File: src/rtl/fg_pkg.sv
package fg_pkg;
   typedef enum logic {
      EDGE_FALL = 1'b0,
      EDGE_RISE = 1'b1
   } edge_pol_e;

   localparam int unsigned FG_MIN_SYNC    = 2;
   localparam int unsigned FG_MIN_SAMPLES = 2;
endpackage

File: src/rtl/fg_sync.sv
module fg_sync #(
   parameter int unsigned STAGES = 2
) (
   input  logic clk,
   input  logic rst_n,
   input  logic d,
   output logic q
);
   import fg_pkg::*;

   if (STAGES < FG_MIN_SYNC) begin : g_bad_stages
      $error("fg_sync: STAGES must be at least 2");
   end

   logic [STAGES-1:0] chain_q;

   always_ff @(posedge clk or negedge rst_n) begin
      if (!rst_n) chain_q <= '0;
      else        chain_q <= {chain_q[STAGES-2:0], d};
   end

   assign q = chain_q[STAGES-1];
endmodule

File: src/rtl/fg_filter.sv
module fg_filter #(
   parameter int unsigned SAMPLES = 4
) (
   input  logic clk,
   input  logic rst_n,
   input  logic d,
   output logic level_q
);
   import fg_pkg::*;

   if (SAMPLES < FG_MIN_SAMPLES) begin : g_bad_samples
      $error("fg_filter: SAMPLES must be at least 2");
   end

   localparam int unsigned HIST_W = SAMPLES - 1;

   logic [HIST_W-1:0]  hist_q;
   logic [SAMPLES-1:0] window;
   logic               all_hi;
   logic               all_lo;

   assign window = {hist_q, d};
   assign all_hi = &window;
   assign all_lo = ~|window;

   always_ff @(posedge clk or negedge rst_n) begin
      if (!rst_n) begin
         hist_q  <= '0;
         level_q <= 1'b0;
      end else begin
         if (HIST_W > 1) hist_q <= {hist_q[HIST_W-2:0], d};
         else            hist_q <= d;
         if (all_hi)      level_q <= 1'b1;
         else if (all_lo) level_q <= 1'b0;
      end
   end

   AST_FILT_FOLLOWS_INPUT: assert property (@(posedge clk) disable iff (!rst_n)
      !$stable(level_q) |-> (level_q == $past(d))) else $error("filter moved against its input");
endmodule

File: src/rtl/fg_flag.sv
module fg_flag (
   input  logic clk,
   input  logic rst_n,
   input  logic level,
   input  logic edge_rise,
   input  logic vec_ack,
   input  logic clr_wr,
   output logic flag_q
);
   import fg_pkg::*;

   logic      prev_q;
   logic      pend_q;
   logic      evt;
   edge_pol_e pol;

   assign pol = edge_pol_e'(edge_rise);
   assign evt = (pol == EDGE_RISE) ? (level & ~prev_q) : (~level & prev_q);

   always_ff @(posedge clk or negedge rst_n) begin
      if (!rst_n) begin
         prev_q <= 1'b0;
         pend_q <= 1'b0;
         flag_q <= 1'b0;
      end else begin
         prev_q <= level;
         pend_q <= clr_wr;
         if (evt)                    flag_q <= 1'b1;
         else if (vec_ack || pend_q) flag_q <= 1'b0;
      end
   end

   AST_ACK_CLEARS: assert property (@(posedge clk) disable iff (!rst_n)
      (vec_ack && !evt) |=> !flag_q) else $error("ack did not clear");
   AST_WR_DELAYED: assert property (@(posedge clk) disable iff (!rst_n)
      (flag_q && clr_wr && !vec_ack && !pend_q) |=> flag_q) else $error("write clear too early");
   AST_WR_CLEARS: assert property (@(posedge clk) disable iff (!rst_n)
      (pend_q && !evt) |=> !flag_q) else $error("write clear lost");
   AST_SET_ON_POLARITY: assert property (@(posedge clk) disable iff (!rst_n)
      $rose(flag_q) |-> ($past(edge_rise) ? $past(level) : !$past(level))) else $error("wrong polarity");
endmodule

File: src/rtl/fault_guard.sv
module fault_guard #(
   parameter int unsigned SYNC_STAGES = 2,
   parameter int unsigned FILT_SAMPLES = 4,
   parameter bit          HAS_FILTER  = 1'b1
) (
   input  logic clk,
   input  logic rst_n,
   input  logic pad_level,
   input  logic cmp_out,
   input  logic src_cmp_sel,
   input  logic filt_en,
   input  logic edge_rise,
   input  logic irq_en,
   input  logic gie,
   input  logic clr_wr,
   input  logic vec_ack,
   output logic flag,
   output logic irq_req
);
   logic src_raw;
   logic src_sync;
   logic src_filt;
   logic lvl;

   assign src_raw = src_cmp_sel ? cmp_out : pad_level;

   fg_sync #(.STAGES(SYNC_STAGES)) u_sync (
      .clk  (clk),
      .rst_n(rst_n),
      .d    (src_raw),
      .q    (src_sync)
   );

   if (HAS_FILTER) begin : g_filter
      fg_filter #(.SAMPLES(FILT_SAMPLES)) u_filter (
         .clk    (clk),
         .rst_n  (rst_n),
         .d      (src_sync),
         .level_q(src_filt)
      );
      assign lvl = filt_en ? src_filt : src_sync;
   end else begin : g_no_filter
      assign src_filt = src_sync;
      assign lvl      = src_sync;
   end

   fg_flag u_flag (
      .clk      (clk),
      .rst_n    (rst_n),
      .level    (lvl),
      .edge_rise(edge_rise),
      .vec_ack  (vec_ack),
      .clr_wr   (clr_wr),
      .flag_q   (flag)
   );

   assign irq_req = gie & irq_en & flag;

   AST_IRQ_HAS_FLAG: assert property (@(posedge clk) disable iff (!rst_n)
      irq_req |-> (flag && gie)) else $error("request without flag");
endmodule

File: config.mk
export PLATFORM = sky130hd
export DESIGN_NAME = fault_guard
export DESIGN_NICKNAME = d
export VERILOG_FILES = /design/src/rtl/fg_pkg.sv /design/src/rtl/fg_sync.sv /design/src/rtl/fg_filter.sv /design/src/rtl/fg_flag.sv /design/src/rtl/fault_guard.sv
export SDC_FILE = /design/constraint.sdc
export NUM_CORES = 1
export LEC_CHECK = 0
export BUFFER_PORTS_ARGS = -buffer_cell sky130_fd_sc_hd__buf_2
export CAP_MARGIN = 20
export CORE_AREA = 2 2 39 41
export CTS_BUF_LIST = sky130_fd_sc_hd__clkbuf_2
export CTS_CLUSTER_SIZE = 20
export DETAILED_ROUTE_END_ITERATION = 6
export DIE_AREA = 0 0 41 43
export PLACE_DENSITY = 0.45
export SYNTH_ARGS = -nofsm -noshare
export SYNTH_HDL_FRONTEND = slang
export SYNTH_SLANG_ARGS = --single-unit
File: constraint.sdc
create_clock -name clk -period 1.13 [get_ports clk]
set_clock_uncertainty 0.05 [all_clocks]
set_input_delay 0.226 -clock clk [delete_from_list [all_inputs] [get_ports clk]]
set_output_delay 0.226 -clock clk [all_outputs]
set_load 0.05 [all_outputs]
==> summary.md <==
| Metric | Value |
|---|---|
| Outcome | complete, but fails checks |
| Failing checks | negative setup slack |
| CTS root buf | clkbuf_2 |
| Synth Instances | 21 |
| Number of vias per cell | 4.158 |
| WP buf/inv | 1 |
| Final setup violation count | 2 |
| Critical Path Source Type | flop |
| Mapped Nets | 32 |
| Layout Utilization | 33.36% |
| Flop-to-flop setup slack | 0.03 ns |
| Largest stage delay, worst path | 0.42 ns |
| Worst R2R Path Depth | 3 |
| Skew-Pair Late Insertion Delay | 0.23 ns |
| # H-tree levels | 1 |
| Ant diodes | 0 |
| CP Max Fanout | 3 |
| Synth Area per Inst | 14.48 µm² |
| DR WL/cell | 9.860 µm |
| Pleak | 0.0002218 µW |
| Critical Path Stages | 2 |
| DRT Pass-1 Iters | 1 |
| Post-synth EDFFs | 0 |
| Worst vdd ir | 0.7148 mV |
| Worst rel slew slack | 83.69% |
| MaxCap Viol Count | 0 |
| Worst Hold Class | input port to flop |
| RSZ-0062 raised after global routing | true |
| Min Tclk post-route | 1.219 ns |
| Initial antenna violation count | 0 |
| CP endpoint kind | output port |
| Clk buf depth | 2 |
| Clock transition at path regs | 0.09 ns |
| PD cells | 1481 nW/µm² |
| Fin worst setup slack | -0.08904 ns |
| Layout cells sized above 1 | 60.98% |
| FF-to-FF End | g_filter.u_filter.level_q |
| WHS Path Cells | 1 |
| Yosys cell types | 11 |
| DRC | 0 |
| Fill cells | 146 |
| Crit path DAT | 0.94 ns |
| Die height | 43 µm |
| All-Layer GR Usage | 9.350% |
| Synth top area share | 74.07% |
| Register area share after synthesis | 74.07% |
| Top-count cell post-synth | dfrtp_1 |
| TritonCTS Sinks | 9 |
| Core ar. | 1384 µm² |
| Chip width | 41 µm |
| Hold path start | clr_wr |
| CP cell instances | and3_4, buf_8 |
| Site row count | 14 |
| Critical setup path kind | flop to output port |
| Synth area leaders | dfrtp_1, mux2_2, nand3b_1 |
| Yosys reg bits | 9 |
| Vias in the first global route | 263 |
| Commonest register cell after synthesis | dfrtp_1 |
| Slew @ Worst Pin | 0.2464 ns |
| Final Hold Vio Count | 0 |
| Post-layout net count | 53 |
| CTS Buf Count | 3 |
| Setup TNS | -0.09948 ns |
| Synth cell count leaders | dfrtp_1, mux2_2, nor2_1 |
| Synth area leader | dfrtp_1 |
| Port Buffers | 12 |
| Post-DRT Antenna Nets | 0 |
| Largest net degree at the start of global routing | 10 |
| Total wire length | 562 µm |
| Initial Utilization | 21.97% |
| Reg2reg start | g_filter.u_filter.hist_q[1] |
| Initial DRC Count | 0 |
| Die ar. | 1763 µm² |
| Area Overhead vs Synth | 51.85% |
| YS warnings | 0 |
| Slowest CP cell | dfrtp_2 |
| Grt ovf | 0 |
| Critical path launch point | u_flag.flag_q |
| Io pins | 13 |
| CTS tree | built |
| GP Congestion | 0.6154 |
| Cell class contributing the biggest share of worst-path delay | flip-flops |
| Final Cycle Share | 107.9% |
| Hold EP | u_flag.pend_q |
| Max-slew violation count | 0 |
| Mapped cell area | 304.0 µm² |
| Global-route wire length before repair | 1014 µm |
| Via Count | 237 |
| Fmax | 820.3 MHz |
| Post-synth ARST share | 100.0% |
| Worst Path Required | 0.85 ns |
-- stage by stage --
stage / setup WS [ns] / total power (µW) / hold WS [ns] / area [µm²] / cells
final: -0.08904 / 683.7 / 0.04566 / 461.7 / 57
after global routing: -0.1466 / 733.5 / 0.01361 / 461.7 / 57
after floorplan: 0.02199 / 427.1 / -0.1196 / 310.3 / 21
after CTS: -0.1176 / 691.7 / 0.02262 / 437.9 / 55
after detailed placement: 0.01497 / 466.0 / 0.03664 / 390.4 / 49
after global placement: 0.03490 / 462.1 / 0.03099 / 390.4 / 49
-- sequential cells by signal, indices dropped and copies added (netlist names) --
name and cells:
u_flag.prev_q 1, g_filter.u_filter.hist_q 3, g_filter.u_filter.level_q 1, u_flag.pend_q 1
u_flag.flag_q 1, u_sync.chain_q 2
-- metal layers --
layer	share of wire, %	GRT usage (%)
met1	41	9.699
met2	49	13.13
met3	9.8	6.283
met4	0	6.000
met5	0	0
-- worst register-to-register path, cell delays in order, from the launching register on --
cell and delay [ns]:
dfrtp_1 0.39, or3_4 0.39, a21oi_2 0.13, nor2_1 0.04
-- timing repair --
action | in CTS | in global routing
gates resized for setup | 3 | 2
pin swaps | 1 | 0
setup buffers | 1 | 2
hold endpoints to repair | 9 | 0
endpoints found under the setup margin | 2 | 3
gates cloned | 0 | 0
hold buffers | 1 | 0
-- final cells by class --
class	instances	area [µm²]	share of cell area [%]
Clock buffer	4	20.02	4.336
Multi-Input combinational cell	12	92.59	20.05
Sequential cell	9	226.5	49.05
Tap cell	16	20.02	4.336
Timing Repair Buffer	16	102.6	22.22
-- kinds of logic (layout without fill, tap and decap cells) --
family	count (synthesis)	after routing	synth area share [%]
AOI/OAI and AO/OA	3	3	6.173
buffers and inverters	0	20	0
DFF	9	9	74.08
muxes	2	2	7.407
and+or+nand+nor	7	7	12.35
-- worst max-delay path by stage --
stage / to / slack (ns)
2_1_floorplan: irq_req / 0.02
3_3_place_gp: g_filter.u_filter.level_q / 0.03
3_5_place_dp: g_filter.u_filter.level_q / 0.01
4_1_cts: irq_req / -0.12
5_1_grt: irq_req / -0.15
6_report: irq_req / -0.09
-- cell usage in the layout (no fill, tap or decap), types with 2 or more instances in the layout --
| cell | count |
|---|---|
| nor2_1 | 2 |
| mux2_2 | 2 |
| clkbuf_2 | 4 |
| buf_4 | 3 |
| buf_2 | 11 |
| dfrtp_1 | 8 |
-- power by group --
| group | leakage (µW) | switching (µW) | total (µW) | internal (µW) |
|---|---|---|---|---|
| clock | 0.0000166 | 105 | 199 | 94.2 |
| combinational | 0.0000978 | 57.3 | 116 | 58.4 |
| sequential | 0.000107 | 17.4 | 369 | 352 |
(Power assumes the default switching activity.)
